`src/rtl/wdg_pkg.sv`:
```
package wdg_pkg;
    localparam int DATA_W      = 32;
    localparam int SEL_W       = 4;
    localparam int PER_LSB     = 4;
    localparam int PER_W       = 8;
    localparam int IRQ_EN_BIT  = 12;
    localparam int RST_EN_BIT  = 15;
    localparam int EXP_LSB     = 12;
    localparam int EXP_W       = 2;
    localparam int TMR_EN_BIT  = 31;
    localparam int TMR_PER_BIT = 30;
    localparam int CMD_GO_BIT  = 0;
    localparam int CMD_HALT_BIT = 1;

    typedef enum logic [2:0] {
        SLOT_CFG = 3'd0,
        SLOT_STS = 3'd1,
        SLOT_CMD = 3'd2,
        SLOT_KEY = 3'd3,
        SLOT_TMR = 3'd4
    } reg_slot_e;
endpackage

```
`src/rtl/wdg_bus_decode.sv`:
```
module wdg_bus_decode
    import wdg_pkg::*;
#(
    parameter int ADDR_W = 5,
    localparam int WA_W  = ADDR_W - 2
) (
    input  logic              wr_en,
    input  logic [WA_W-1:0]   word_addr,
    input  logic [DATA_W-1:0] cfg_rd,
    input  logic [DATA_W-1:0] sts_rd,
    input  logic [DATA_W-1:0] tmr_rd,
    output logic              cfg_wr,
    output logic              cmd_wr,
    output logic              key_wr,
    output logic              tmr_wr,
    output logic [DATA_W-1:0] rdata
);
    reg_slot_e slot;
    logic      in_range;

    always_comb begin
        slot     = reg_slot_e'(word_addr[2:0]);
        in_range = (word_addr >> 3) == '0;
        cfg_wr   = 1'b0;
        cmd_wr   = 1'b0;
        key_wr   = 1'b0;
        tmr_wr   = 1'b0;
        rdata    = '0;
        if (in_range) begin
            case (slot)
                SLOT_CFG: begin cfg_wr = wr_en; rdata = cfg_rd; end
                SLOT_STS: rdata = sts_rd;
                SLOT_CMD: cmd_wr = wr_en;
                SLOT_KEY: key_wr = wr_en;
                SLOT_TMR: begin tmr_wr = wr_en; rdata = tmr_rd; end
                default:  rdata = '0;
            endcase
        end
    end
endmodule

```
`src/rtl/wdg_tick_timer.sv`:
```
module wdg_tick_timer
    import wdg_pkg::*;
#(
    parameter int RELOAD_W = 29,
    localparam int IN_W    = RELOAD_W + 2
) (
    input  logic              clk,
    input  logic              rst_n,
    input  logic              ref_pulse,
    input  logic              wr,
    input  logic [IN_W-1:0]   wdata,
    output logic              tick,
    output logic [DATA_W-1:0] rd
);
    typedef struct packed {
        logic                en;
        logic                periodic;
        logic [RELOAD_W-1:0] reload;
        logic [RELOAD_W-1:0] cnt;
        logic                tick;
    } tmr_st_t;

    tmr_st_t st_d, st_q;

    always_comb begin
        st_d      = st_q;
        st_d.tick = 1'b0;
        if (wr) begin
            st_d.en       = wdata[IN_W-1];
            st_d.periodic = wdata[IN_W-2];
            st_d.reload   = wdata[RELOAD_W-1:0];
            st_d.cnt      = '0;
        end else if (st_q.en && ref_pulse) begin
            if (st_q.cnt == st_q.reload) begin
                st_d.tick = 1'b1;
                st_d.cnt  = '0;
                if (!st_q.periodic) st_d.en = 1'b0;
            end else begin
                st_d.cnt = st_q.cnt + 1'b1;
            end
        end
    end

    always_ff @(posedge clk or negedge rst_n) begin
        if (!rst_n) st_q <= '0;
        else        st_q <= st_d;
    end

    always_comb begin
        rd                 = '0;
        rd[RELOAD_W-1:0]   = st_q.reload;
        rd[TMR_PER_BIT]    = st_q.periodic;
        rd[TMR_EN_BIT]     = st_q.en;
    end

    assign tick = st_q.tick;

    p_tick_from_ref_r2: assert property (@(posedge clk) disable iff (!rst_n)
        st_q.tick |-> $past(ref_pulse));

    p_oneshot_clears_r3: assert property (@(posedge clk) disable iff (!rst_n)
        (st_q.tick && !st_q.periodic) |-> !st_q.en);
endmodule

```
`src/rtl/wdg_countdown.sv`:
```
module wdg_countdown
    import wdg_pkg::*;
#(
    parameter logic [DATA_W-1:0] UNLOCK_KEY = 32'h0000_C45A
) (
    input  logic              clk,
    input  logic              rst_n,
    input  logic              cfg_wr,
    input  logic              cmd_wr,
    input  logic              key_wr,
    input  logic [DATA_W-1:0] wdata,
    input  logic              tick,
    output logic [DATA_W-1:0] cfg_rd,
    output logic [DATA_W-1:0] sts_rd,
    output logic              irq,
    output logic              rst_req
);
    localparam logic [EXP_W-1:0] EXP_LAST = '1;

    typedef struct packed {
        logic [SEL_W-1:0] sel;
        logic [PER_W-1:0] period;
        logic             irq_en;
        logic             rst_en;
        logic             running;
        logic [PER_W-1:0] cnt;
        logic [EXP_W-1:0] expn;
        logic             irq;
        logic             armed;
        logic             rst;
    } wd_st_t;

    wd_st_t           st_d, st_q;
    logic [PER_W-1:0] eff_period;

    always_comb begin
        eff_period = (st_q.period == '0) ? PER_W'(1) : st_q.period;
        st_d       = st_q;
        st_d.rst   = 1'b0;

        if (cfg_wr) begin
            st_d.sel    = wdata[SEL_W-1:0];
            st_d.period = wdata[PER_LSB +: PER_W];
            st_d.irq_en = wdata[IRQ_EN_BIT];
            st_d.rst_en = wdata[RST_EN_BIT];
        end

        if (key_wr) st_d.armed = (wdata == UNLOCK_KEY);

        if (cmd_wr) begin
            st_d.armed = 1'b0;
            if (wdata[CMD_HALT_BIT] && st_q.armed) begin
                st_d.running = 1'b0;
                st_d.cnt     = '0;
                st_d.expn    = '0;
                st_d.irq     = 1'b0;
            end else if (wdata[CMD_GO_BIT]) begin
                st_d.running = 1'b1;
                st_d.cnt     = eff_period;
                st_d.expn    = '0;
                st_d.irq     = 1'b0;
            end
        end else if (st_q.running && tick) begin
            if (st_q.cnt > PER_W'(1)) begin
                st_d.cnt = st_q.cnt - 1'b1;
            end else if (st_q.expn == EXP_LAST) begin
                if (st_q.rst_en) begin
                    st_d.rst     = 1'b1;
                    st_d.running = 1'b0;
                    st_d.cnt     = '0;
                    st_d.expn    = '0;
                    st_d.irq     = 1'b0;
                end else begin
                    st_d.cnt = eff_period;
                end
            end else begin
                st_d.cnt  = eff_period;
                st_d.expn = st_q.expn + 1'b1;
                if (st_q.irq_en) st_d.irq = 1'b1;
            end
        end
    end

    always_ff @(posedge clk or negedge rst_n) begin
        if (!rst_n) st_q <= '0;
        else        st_q <= st_d;
    end

    always_comb begin
        cfg_rd                       = '0;
        cfg_rd[SEL_W-1:0]            = st_q.sel;
        cfg_rd[PER_LSB +: PER_W]     = st_q.period;
        cfg_rd[IRQ_EN_BIT]           = st_q.irq_en;
        cfg_rd[RST_EN_BIT]           = st_q.rst_en;
        sts_rd                       = '0;
        sts_rd[PER_LSB +: PER_W]     = st_q.cnt;
        sts_rd[EXP_LSB +: EXP_W]     = st_q.expn;
    end

    assign irq     = st_q.irq;
    assign rst_req = st_q.rst;

    p_rst_single_r8: assert property (@(posedge clk) disable iff (!rst_n)
        st_q.rst |=> !st_q.rst);

    p_rst_on_fourth_r8: assert property (@(posedge clk) disable iff (!rst_n)
        st_q.rst |-> $past(st_q.expn == EXP_LAST && st_q.rst_en && tick));

    p_rst_halts_r8: assert property (@(posedge clk) disable iff (!rst_n)
        st_q.rst |-> !st_q.running);

    p_halt_keyed_r10: assert property (@(posedge clk) disable iff (!rst_n)
        ($past(st_q.running) && !st_q.running && !st_q.rst) |-> $past(st_q.armed && cmd_wr));

    p_live_count_r6: assert property (@(posedge clk) disable iff (!rst_n)
        st_q.running |-> (st_q.cnt != '0));

    p_irq_gated_r11: assert property (@(posedge clk) disable iff (!rst_n)
        $rose(st_q.irq) |-> $past(st_q.irq_en));
endmodule

```
`src/rtl/wdg_unit.sv`:
```
module wdg_unit
    import wdg_pkg::*;
#(
    parameter int                ADDR_W     = 5,
    parameter int                RELOAD_W   = 29,
    parameter logic [DATA_W-1:0] UNLOCK_KEY = 32'h0000_C45A
) (
    input  logic              clk,
    input  logic              rst_n,
    input  logic              ref_tick_i,
    input  logic              wr_en_i,
    input  logic [ADDR_W-1:0] addr_i,
    input  logic [DATA_W-1:0] wdata_i,
    output logic [DATA_W-1:0] rdata_o,
    output logic              irq_o,
    output logic              sys_rst_req_o
);
    localparam int TMR_IN_W = RELOAD_W + 2;

    logic              cfg_wr, cmd_wr, key_wr, tmr_wr;
    logic              tick;
    logic [DATA_W-1:0] cfg_rd, sts_rd, tmr_rd;
    logic [TMR_IN_W-1:0] tmr_wdata;

    assign tmr_wdata = {wdata_i[TMR_EN_BIT], wdata_i[TMR_PER_BIT], wdata_i[RELOAD_W-1:0]};

    wdg_bus_decode #(.ADDR_W(ADDR_W)) u_dec (
        .wr_en     (wr_en_i),
        .word_addr (addr_i[ADDR_W-1:2]),
        .cfg_rd    (cfg_rd),
        .sts_rd    (sts_rd),
        .tmr_rd    (tmr_rd),
        .cfg_wr    (cfg_wr),
        .cmd_wr    (cmd_wr),
        .key_wr    (key_wr),
        .tmr_wr    (tmr_wr),
        .rdata     (rdata_o)
    );

    wdg_tick_timer #(.RELOAD_W(RELOAD_W)) u_tmr (
        .clk       (clk),
        .rst_n     (rst_n),
        .ref_pulse (ref_tick_i),
        .wr        (tmr_wr),
        .wdata     (tmr_wdata),
        .tick      (tick),
        .rd        (tmr_rd)
    );

    wdg_countdown #(.UNLOCK_KEY(UNLOCK_KEY)) u_cd (
        .clk     (clk),
        .rst_n   (rst_n),
        .cfg_wr  (cfg_wr),
        .cmd_wr  (cmd_wr),
        .key_wr  (key_wr),
        .wdata   (wdata_i),
        .tick    (tick),
        .cfg_rd  (cfg_rd),
        .sts_rd  (sts_rd),
        .irq     (irq_o),
        .rst_req (sys_rst_req_o)
    );
endmodule

```
`config.mk`:
```
export PLATFORM = sky130hd
export DESIGN_NAME = wdg_unit
export DESIGN_NICKNAME = d
export VERILOG_FILES = /design/src/rtl/wdg_pkg.sv /design/src/rtl/wdg_bus_decode.sv /design/src/rtl/wdg_tick_timer.sv /design/src/rtl/wdg_countdown.sv /design/src/rtl/wdg_unit.sv
export SDC_FILE = /design/constraint.sdc
export NUM_CORES = 1
export LEC_CHECK = 0
export ABC_AREA = 1
export BUFFER_PORTS_ARGS = -buffer_cell sky130_fd_sc_hd__buf_4
export CAP_MARGIN = 40
export CORE_UTILIZATION = 50
export CTS_BUF_LIST = sky130_fd_sc_hd__clkbuf_4
export CTS_CLUSTER_DIAMETER = 120
export DETAILED_ROUTE_END_ITERATION = 8
export GPL_ROUTABILITY_DRIVEN = 0
export PLACE_DENSITY = 0.77
export REMOVE_ABC_BUFFERS = 1
export SETUP_SLACK_MARGIN = 0.2
export SLEW_MARGIN = 30
export SYNTH_ARGS = -nofsm -noshare
export SYNTH_HDL_FRONTEND = slang
export SYNTH_HIERARCHICAL = 1
export SYNTH_SLANG_ARGS = --single-unit
```
`constraint.sdc`:
```
create_clock -name clk -period 1.55 [get_ports clk]
set_clock_uncertainty 0.2 [all_clocks]
set_input_delay 0 -clock clk [delete_from_list [all_inputs] [get_ports clk]]
set_output_delay 0 -clock clk [all_outputs]
set_load 0.1 [all_outputs]
```
==> results of run 1 <==
## worst reg2reg max path, delay by kind of cell (launching register included)
kind          cells  cell delay, ns
simple gates      6            0.79
flops             1            0.47
buf+inv           3            0.31
fa+ha+maj         1            0.18
## flip-flops by register name, summed over array words and instances, names as in the netlist
name and cells:
u_tmr/rd 31, u_tmr/st_q 29, u_cd/cfg_rd 14, u_cd/sts_rd 10, u_cd/st_q 2, u_cd/irq 1, u_cd/rst_req 1, u_tmr/tick 1
## logic make-up (layout without fill, tap and decap cells)
logic type	Yosys count	count (layout)
AO/OA/AOI/OAI	38	38
XOR/XNOR	37	37
adder cells (fa/ha/maj)	4	4
buffers and inverters	216	361
flip-flops	89	89
multiplexers	3	3
other	2	43
AND/OR/NAND/NOR	606	606
## synthesized netlist by cell type
| library cell | number | area share, % |
|---|---|---|
| o21ai_1 | 2 | 0.15 |
| nor3b_1 | 1 | 0.11 |
| ha_1 | 4 | 0.73 |
| buf_6 | 10 | 1.7 |
| o21ai_4 | 1 | 0.24 |
| buf_1 | 3 | 0.17 |
| o21ai_0 | 25 | 1.8 |
| mux2i_1 | 1 | 0.15 |
| nand2_2 | 7 | 0.64 |
| dfrtp_1 | 89 | 33 |
| xnor2_1 | 21 | 2.7 |
| buf_2 | 15 | 1.1 |
| nor2_4 | 7 | 1.2 |
| buf_4 | 98 | 11 |
| nor3_1 | 2 | 0.15 |
| xor2_1 | 16 | 2.1 |
| nand4_1 | 6 | 0.55 |
| nor2_2 | 10 | 0.92 |
| conb_1 | 2 | 0.11 |
| inv_2 | 10 | 0.55 |
| nand3_1 | 190 | 14 |
| and3_1 | 1 | 0.092 |
| nand3b_2 | 1 | 0.17 |
| nor2_1 | 74 | 4.1 |
| nand3b_1 | 3 | 0.33 |
| nand3_2 | 1 | 0.15 |
| nand2_1 | 299 | 16 |
| a21oi_2 | 1 | 0.13 |
| mux2_2 | 2 | 0.33 |
| inv_1 | 66 | 3.6 |
| nor4_1 | 1 | 0.092 |
| o211ai_1 | 2 | 0.22 |
| nand2_4 | 1 | 0.17 |
| nand3_4 | 1 | 0.26 |
| a21oi_1 | 7 | 0.51 |
| clkinv_1 | 2 | 0.11 |
| clkbuf_1 | 12 | 0.66 |
| nor3_2 | 1 | 0.15 |
## worst max path at each step
stage	startpoint	to	slack, ns
final	u_cd/sts_rd[4]	u_cd/sts_rd[10]	-0.52
after global routing	u_cd/sts_rd[4]	u_cd/sts_rd[10]	-0.58
after CTS	u_tmr/st_q[2]	u_tmr/st_q[21]	-0.23
after detailed placement	u_cd/sts_rd[4]	u_cd/st_q[13]	-0.26
after global placement	u_cd/sts_rd[4]	u_cd/st_q[13]	-0.18
after floorplan	addr_i[2]	u_tmr/st_q[10]	-2.01
## metal layers
layer  global-route usage, %  up-vias  part of all wire, %
met4                   16.69        0                  7.0
met1                   38.44     3621                   35
met2                   56.03      634                   48
li1                        -     3382                    -
met5                       0        -                    0
met3                   6.805      203                  9.6
## cell type report
class                   instances  area (sq um)
fillers                       779          3176
clock inverters                 5         47.55
repair buffers                268          2801
multi-input cells             729          4393
inverters                      78         292.8
diodes                          2         5.005
well taps                     176         220.2
flip-flops and latches         89          2232
clock buffers                  10         75.07
## where the power goes
| group | total, mW | leakage [nW] | switching, mW | internal [mW] |
|---|---|---|---|---|
| Sequential | 3.13 | 1.14 | 0.420 | 2.71 |
| Clock | 1.38 | 0.0711 | 0.890 | 0.486 |
| Combinational | 4.65 | 3.76 | 2.70 | 1.95 |
| Total | 9.15 | 4.97 | 4.01 | 5.14 |
## metrics by stage
stage          instances  hold slack [ns]  setup slack [ns]
6_report            1357          -0.2850           -0.5183
5_1_grt             1357          -0.3123           -0.5761
4_1_cts             1345          -0.2900           -0.2302
3_5_place_dp        1274          -0.2512           -0.2639
3_3_place_gp        1274          -0.2481           -0.1846
2_1_floorplan        896          -0.4956            -2.008
## placed cells by master (no fill, tap or decap), types with 20 or more instances in the layout
master         Yosys  routed
buf_12             0      36
buf_4             98     142
buf_6             10      43
conb_1             2      41
dfrtp_1           89      85
dlygate4sd3_1      0      37
inv_1             66      61
nand2_1          299     276
nand2_2            7      27
nand3_1          190      83
nand3_2            1      90
nor2_1            74      59
nor2_4             7      20
o21ai_0           25      22
## timing repair
action | CTS | global route
endpoints found under the hold margin | 178 | 7
hold buffers | 40 | 1
pin swaps | 47 | 50
setup buffers | 15 | 6
endpoints found under the setup margin | 76 | 120
cloned | 1 | 3
gates resized for setup | 236 | 116
==> results by group, run 1 <==
Timing
  • Fin worst setup slack: -0.5183 ns
  • Slew @ Worst Pin: 0.8480 ns
  • Hold Slack: -0.2850 ns
  • Fin. max-slew vios: 0
  • Fin crit period: 2.068 ns
  • Maximum clock frequency: between 400 and 500 MHz
  • Rel. slew slack: between 40% and 50%
  • Sum of negative setup slack: -18.71 ns
  • Final worst-path cycle share: 133.4%
  • Final hold violations: 8
  • Setup violations, final: 67
  • RSZ-0062 raised after global routing: yes

Critical path
  • Buf/Inv on CP: 3
  • Crit-path cells: inv_2 > ha_4 > inv_2 > buf_4 > nor2_4 > nand2_2 > nor2_4 > nand3_1 > nand3_1 > nand2_1
  • Endpoint type of the worst setup path: register
  • Crit path arrival time: approximately 2.2 ns
  • R2R Path End: u_cd/sts_rd[10]
  • CP required: 1.72 ns
  • Worst R2R Start: u_cd/sts_rd[4]
  • CP Launch Type: register
  • Worst path slowest cell: dfrtp_1
  • Top fanout value on the critical path: 3
  • CP delay by family, top: simple AND/OR/NAND/NOR gates
  • Critical path start-end classification: register to register
  • Setup slack, reg-to-reg: -0.52 ns
  • Crit path depth: 10
  • Max incr delay on CP: approximately 0.47 ns
  • FF-to-FF path depth: 10

Floorplan
  • Die Y-Extent: roughly 120 um
  • Row count: 42
  • Core ar.: 13240 sq um
  • Die Wd: 118.7 um
  • Initial Util: 51.43%
  • IO Pins: 75
  • Die area: around 14000 sq um

Global routing
  • Initial antenna violation count: 2
  • Grt ovf: 0
  • Gr usage total: ~33%
  • First-pass GRT wire length: 36.25 mm
  • Pin count of the biggest net entering global routing: 65
  • Vias in the first global route: 7307

Layout
  • Post-route cell area: 10070 sq um
  • Area Overhead vs Synth: 47.82%
  • Final core occ: 76.02%
  • Nets: 1220
  • Share of cells above drive strength 1: a little under two fifths

Hold path
  • Min-delay src: addr_i[2]
  • Worst Hold End: u_cd/st_q[13]
  • HP Class: input port to register
  • WHS Path Cells: 4

Logic synthesis
  • Largest family of logic cells by synthesized area: simple AND/OR/NAND/NOR gates
  • Netlist cell types: 38
  • Sequential share of the synthesized area: about a third
  • Mux cell area share after synthesis: less than 1%
  • Synth Area per Inst: 6.845 sq um
  • Synth Area in Adders: 0.7349%
  • Simple-gate share of the synthesized area: 39.45%
  • Xor/xnor share of the synthesized area: between 4 and 5%
  • Syn. warnings: 6
  • Post-Syn Area: 6810 sq um
  • Synth Register Bits: 89
  • Synth Area in Compound Gates: under 10%
  • Post-Syn Instances: just under 1k

Outcome
  • Status: finished with violations
  • Failing checks: hold timing, setup timing

Detailed routing
  • Via count: 7840
  • Initial DRC Count: 968
  • # DRC: 0
  • Pre-antenna DRT Iters: 7
  • Vias per inst: 5.777
  • WL/cell: 19.60 um
  • Final WL: 26.60 mm
  • Final ANT Viol Nets: 0

CTS
  • Clock-pin slew on the worst setup and hold paths: roughly 0.16 ns
  • CTS Buffer Depth: 2
  • TritonCTS clock tree: yes
  • Skew-Pair Late Insertion Delay: between 0.5 and 0.6 ns
  • Num CTS Buffers: 9
  • H-tree levels: 3
  • Sink Count: between 80 and 90
  • Root Buffer: clkbuf_4

Placement
  • Post-DP Area: 7787 sq um
  • DPL Wire Length: 13.26 mm
  • Port buffer count: 71

Flow run
  • Max cap viols: 0

Power and ir drop
  • Power density cells: 908.9 nW/um^2
  • Leak: 4.968 nW
  • Largest vdd supply drop: 0.9944 mV
  • Pwr Total: about 9.2 mW
No activity file was read; power rests on OpenSTA's default activity.
==> inputs of run 2 (changes only) <==
--- a/config.mk
+++ b/config.mk
@@ -6,18 +6,18 @@
 export NUM_CORES = 1
 export LEC_CHECK = 0
 export ABC_AREA = 1
-export BUFFER_PORTS_ARGS = -buffer_cell sky130_fd_sc_hd__buf_4
+export BUFFER_PORTS_ARGS = -buffer_cell sky130_fd_sc_hd__buf_2
 export CAP_MARGIN = 40
 export CORE_UTILIZATION = 50
 export CTS_BUF_LIST = sky130_fd_sc_hd__clkbuf_4
 export CTS_CLUSTER_DIAMETER = 120
 export DETAILED_ROUTE_END_ITERATION = 8
 export GPL_ROUTABILITY_DRIVEN = 0
-export PLACE_DENSITY = 0.77
+export PLACE_DENSITY = 0.79
+export RECOVER_POWER = 100
 export REMOVE_ABC_BUFFERS = 1
 export SETUP_SLACK_MARGIN = 0.2
 export SLEW_MARGIN = 30
 export SYNTH_ARGS = -nofsm -noshare
 export SYNTH_HDL_FRONTEND = slang
-export SYNTH_HIERARCHICAL = 1
 export SYNTH_SLANG_ARGS = --single-unit
==> results by group, run 2 <==
Outcome
  • Status: did not finish (was finished with violations)
  • Stopped at: 5_1_grt
  • Log Error: [ERROR GRT-0232] Routing congestion too high. Check the congestion heatmap in the GUI.

Logic synthesis
  • Netlist cell types: 38 (unchanged)
  • Mux cell area share after synthesis: 0% (was 0.4777%)
  • Post-Syn Area: 5376 sq um (was 6810 sq um)
  • Area contributors post-synth: dfrtp_1 41%, nand2_1 15%, inv_1 7.5% (was dfrtp_1 33%, nand2_1 16%, nand3_1 14%)
  • Commonest cells post-synth: 218 x nand2_1, 108 x inv_1, 89 x dfrtp_1 (was 299 x nand2_1, 190 x nand3_1, 98 x buf_4)
  • Area fraction of the dominant cell type after synthesis: 41.42% (was 32.70%)
  • Synth Area in Compound Gates: 13.52% (was 3.087%)
  • Simple-gate share of the synthesized area: 28.76% (was 39.45%)
  • Post-Syn Instances: 733 (was 995)
  • Post-synth EDFFs: 0 (unchanged)
  • Syn. warnings: 0 (was 6)
  • Primary FF master, synth: dfrtp_1 (unchanged)
  • Count leader, synth: nand2_1 (unchanged)
  • Xor/xnor share of the synthesized area: 5.213% (was 4.758%)
  • Largest family of logic cells by synthesized area: simple AND/OR/NAND/NOR gates (unchanged)
  • Synth Area in Adders: 0.9309% (was 0.7349%)
  • Leading area contributor after synthesis: dfrtp_1 (unchanged)
  • Synth Register Bits: 89 (unchanged)
  • Synth Area per Inst: 7.335 sq um (was 6.845 sq um)
  • Sequential share of the synthesized area: 41.42% (was 32.70%)
  • Async set or reset register ratio after synthesis: 100.0% (unchanged)

CTS
  • Root Buffer: clkbuf_4 (unchanged)
  • CTS Buffer Depth: 2 (unchanged)
  • H-tree levels: 3 (unchanged)
  • Sink Count: 89 (unchanged)
  • Num CTS Buffers: 9 (unchanged)

Floorplan
  • Row count: 37 (was 42)
  • Die Y-Extent: 105.7 um (was 118.7 um)
  • Die Wd: 105.7 um (was 118.7 um)
  • IO Pins: 75 (unchanged)
  • Initial Util: 51.85% (was 51.43%)

Placement
  • DP Cell Count: 1068 (was 1274)
  • DPL Wire Length: 13.36 mm (was 13.26 mm)
  • Port buffer count: 71 (unchanged)
  • Post-DP Area: 7420 sq um (was 7787 sq um)

Timing
  • Worst ep type: sequential cell input
  • Worst_ep grt: u_cd.sts_rd[10]$_DFFE_PN0P_/D

Global routing
  • Grt ovf: 60
  • Pin count of the biggest net entering global routing: 90
  • Gr usage total: 81.60%
-- run 2: layer usage --
metal	global-route usage [%]	GRT overflow
met1	83.32	0
met3	69.70	0
met5	26.19	0
met4	81.75	31
met2	93.93	29
-- run 2: kinds of logic after synthesis --
family	after synthesis
AOI/OAI and AO/OA	120
DFF	89
adders and majority gates	4
and+or+nand+nor	357
other	1
xor gates and xnor gates	32
buffers and inverters	130
-- run 2: metrics by stage --
step | utilization, % | worst slack, ns
3_3_place_gp | 71.55 | -0.2489
2_1_floorplan | - | -1.245
4_1_cts | 83.19 | -0.3024
3_5_place_dp | 71.55 | -0.3782
-- run 2: what timing repair did --
action / 4_1_cts
hold endpoints to repair: 150
buffers inserted: 15
resized for setup: 169
hold buffers: 37
pin swaps: 40
endpoints found under the setup margin: 77
==> inputs of run 3 (changes only) <==
--- a/config.mk
+++ b/config.mk
@@ -8,15 +8,12 @@
 export ABC_AREA = 1
 export BUFFER_PORTS_ARGS = -buffer_cell sky130_fd_sc_hd__buf_2
 export CAP_MARGIN = 40
-export CORE_UTILIZATION = 50
-export CTS_BUF_LIST = sky130_fd_sc_hd__clkbuf_4
-export CTS_CLUSTER_DIAMETER = 120
+export CORE_UTILIZATION = 35
 export DETAILED_ROUTE_END_ITERATION = 8
 export GPL_ROUTABILITY_DRIVEN = 0
-export PLACE_DENSITY = 0.79
+export PLACE_DENSITY_LB_ADDON = 0.15
 export RECOVER_POWER = 100
 export REMOVE_ABC_BUFFERS = 1
-export SETUP_SLACK_MARGIN = 0.2
 export SLEW_MARGIN = 30
 export SYNTH_ARGS = -nofsm -noshare
 export SYNTH_HDL_FRONTEND = slang
==> constraint.sdc (replaced) <==
create_clock -name clk -period 2 [get_ports clk]
set_clock_uncertainty 0.2 [all_clocks]
set_input_delay 0 -clock clk [delete_from_list [all_inputs] [get_ports clk]]
set_output_delay 0 -clock clk [all_outputs]
set_load 0.1 [all_outputs]
==> results by group, run 3 <==
Power and ir drop
  • Pwr Total: 6.436 mW
  • Internal power: between 3 and 4 mW
  • Leak: 3.273 nW
  • Power density cells: 944.2 nW/um^2
  • Sequential power share: approximately two fifths
  • Net Sw Frac: 37.98%
  • Combinational power share: a little under a third
  • Largest vdd supply drop: 0.4405 mV
  • Clk network pwr share: roughly 29%
  • Psw: 2.444 mW

Detailed routing
  • Final WL: 16.36 mm
  • # DRC: 0
  • Initial DRC Count: 279
  • Vias per inst: approximately 5
  • Final ANT Viol Nets: 0
  • Pre-antenna DRT Iters: 4
  • WL/cell: 15.68 um
  • Via count: ~5.2k

Timing
  • Fin. max-slew vios: 0
  • Setup violations, final: 0
  • Fin worst setup slack: 0.09606 ns
  • Slew @ Worst Pin: 1.158 ns
  • Final hold violations: 0
  • Fin crit period: 1.904 ns
  • Rel. slew slack: 23.14%
  • Maximum clock frequency: 525.2 MHz
  • Final worst-path cycle share: 95.20%

Layout
  • Ant diodes: 0
  • Max reg flops: 31
  • Nets: 900
  • Fill cell count: 1465
  • Leading cell type in the layout, fill and taps excluded: nand2_1
  • Area Overhead vs Synth: 26.79%
  • Post-route cell area: 6817 sq um
  • Share of cells above drive strength 1: around 17%
  • Commonest cells after routing, fill and taps aside: 220 x nand2_1, 105 x inv_1, 88 x dfrtp_1

Logic synthesis
  • Post-Syn Instances: 733 (unchanged)
  • Xor/xnor share of the synthesized area: 5.213% (unchanged)
  • Area fraction of the dominant cell type after synthesis: 41.42% (unchanged)
  • Async set or reset register ratio after synthesis: 100.0% (unchanged)
  • Synth Area per Inst: 7.335 sq um (unchanged)
  • Primary FF master, synth: dfrtp_1 (unchanged)
  • Synth Area in Compound Gates: 13.52% (unchanged)
  • Leading area contributor after synthesis: dfrtp_1 (unchanged)
  • Synth Register Bits: 89 (unchanged)
  • Syn. warnings: 0 (unchanged)
  • Largest family of logic cells by synthesized area: simple AND/OR/NAND/NOR gates (unchanged)
  • Count leader, synth: nand2_1 (unchanged)
  • Post-Syn Area: 5376 sq um (unchanged)
  • Synth Area in Adders: 0.9309% (unchanged)
  • Post-synth EDFFs: 0 (unchanged)
  • Sequential share of the synthesized area: 41.42% (unchanged)
  • Simple-gate share of the synthesized area: 28.76% (unchanged)
  • Netlist cell types: 38 (unchanged)
  • Mux cell area share after synthesis: 0% (unchanged)
  • Area contributors post-synth: dfrtp_1 41%, nand2_1 15%, inv_1 7.5% (unchanged)
  • Commonest cells post-synth: 218 x nand2_1, 108 x inv_1, 89 x dfrtp_1 (unchanged)

Floorplan
  • Die area: ~16000 sq um
  • Core ar.: 14750 sq um
  • Initial Util: 36.44% (was 51.85%)
  • Row count: 44 (was 37)
  • IO Pins: 75 (unchanged)
  • Die Y-Extent: 125.9 um (was 105.7 um)
  • Die Wd: 125.9 um (was 105.7 um)

Global routing
  • First-pass GRT wire length: roughly 26 mm
  • Pin count of the biggest net entering global routing: 39
  • Vias in the first global route: 4976
  • Gr usage total: 21.57%
  • Initial antenna violation count: 0
  • Grt ovf: 0

Critical path
  • Max incr delay on CP: ~0.44 ns
  • Crit path arrival time: 1.94 ns
  • Critical path start-end classification: register to register
  • Top fanout value on the critical path: 5
  • CP Launch Type: register
  • CP required: 2.03 ns
  • Endpoint type of the worst setup path: register
  • Critical path's most frequent cell: nand2_1
  • Worst path slowest cell: dfrtp_1
  • Crit-path cells: nand2_1 > nor3_1 > nand2_1 > nor2_1 > nand3_1 > nand2_1 > o22ai_1

Flow run
  • Max cap viols: 0

Placement
  • Post-DP Area: 6136 sq um (was 7420 sq um)
  • Place WS: 0.01616 ns (was -0.3782 ns)
  • Port buffer count: 71 (unchanged)
  • DPL Wire Length: 12.30 mm (was 13.36 mm)

CTS
  • Root Buffer: clkbuf_16 (was clkbuf_4)
  • TritonCTS clock tree: yes
  • Sink Count: 89 (unchanged)
  • Skew-Pair Late Insertion Delay: about 0.35 ns
  • Num CTS Buffers: 9 (unchanged)
  • Clock-pin slew on the worst setup and hold paths: 0.07 ns
  • CTS Buffer Depth: 2 (unchanged)
  • H-tree levels: 3 (unchanged)

Hold path
  • HP Class: input port to register

Outcome
  • Status: complete, no violations (was did not finish)
==> run 3: cells by family after synthesis <==
kind of cell | count (synthesis)
and+or+nand+nor | 357
buffers and inverters | 130
AOI/OAI and AO/OA | 120
DFF | 89
xor gates and xnor gates | 32
adders and majority gates | 4
other | 1
==> run 3: final cells by class <==
type / count / area (sq um) / share of cell area [%]
Sequential cell: 89 / 2228 / 32.69
Clock buffer: 12 / 246.5 / 3.616
Inverter: 112 / 420.4 / 6.167
Multi-Input combinational cell: 514 / 2635 / 38.66
Timing Repair Buffer: 129 / 991.0 / 14.54
Clock inverter: 3 / 65.06 / 0.9545
Tap cell: 184 / 230.2 / 3.377
==> run 3: power groups by stage <==
| stage | clock network, mW | registers [mW] | logic, mW |
|---|---|---|---|
| floorplan | 0 | 2.45 | 1.41 |
| global placement | 0 | 2.57 | 1.95 |
| detailed placement | 0 | 2.58 | 1.97 |
| CTS | 1.88 | 2.55 | 2.04 |
| global route | 1.95 | 2.61 | 2.26 |
| finish | 1.85 | 2.56 | 2.03 |
==> run 3: layer usage <==
layer / global-route usage, % / share of wire [%] / vias to the layer above
met5: 0 / 0 / -
met4: 8.505 / 2.1 / 0
met3: 2.804 / 4.1 / 20
met2: 33.96 / 46 / 117
met1: 30.06 / 48 / 2478
li1: - / - / 2593
==> run 3: stage by stage <==
step           utilization, %  setup TNS [ns]  hold slack (ns)  cells
2_1_floorplan               -          -5.026          -0.4956    715
3_3_place_gp            41.59               0          -0.1747    988
3_5_place_dp            41.59               0          -0.1687    988
4_1_cts                 46.38               0         0.004056   1042
5_1_grt                 46.20       -0.007781           0.2221   1043
6_report                46.20               0           0.1500   1043
==> run 3: path summary, 6_finish.rpt <==
| path | depth (start not counted) | endpoint | from | slack [ns] |
|---|---|---|---|---|
| worst max-delay path | 7 | u_tmr.st_q[27] | u_tmr.st_q[8] | 0.1 |
| worst min-delay path | 5 | u_tmr.rd[0] | addr_i[4] | 0.15 |
| worst max register to register | 7 | u_tmr.st_q[27] | u_tmr.st_q[8] | 0.1 |
| worst min register to register | 2 | u_cd.cfg_rd[0] | u_cd.cfg_rd[0] | 0.30 |
| max in group asynchronous | 3 | u_tmr.rd[26] | rst_n | 0.43 |
| min in group asynchronous | 2 | u_cd.cfg_rd[6] | rst_n | 0.18 |
==> run 3: timing repair <==
item | CTS | global route
buffers inserted | 0 | 1
pin swaps | 0 | 2
hold endpoints to repair | 144 | 0
setup endpoints to repair | 2 | 38
gates resized for setup | 1 | 12
hold buffers | 39 | 0
==> run 3: worst max-delay path, delay by kind of cell, from the launching register on <==
family | cells | cell delay, ns
and+or+nand+nor | 6 | 1.09
AOI/OAI and AO/OA | 1 | 0.07
DFF | 1 | 0.44
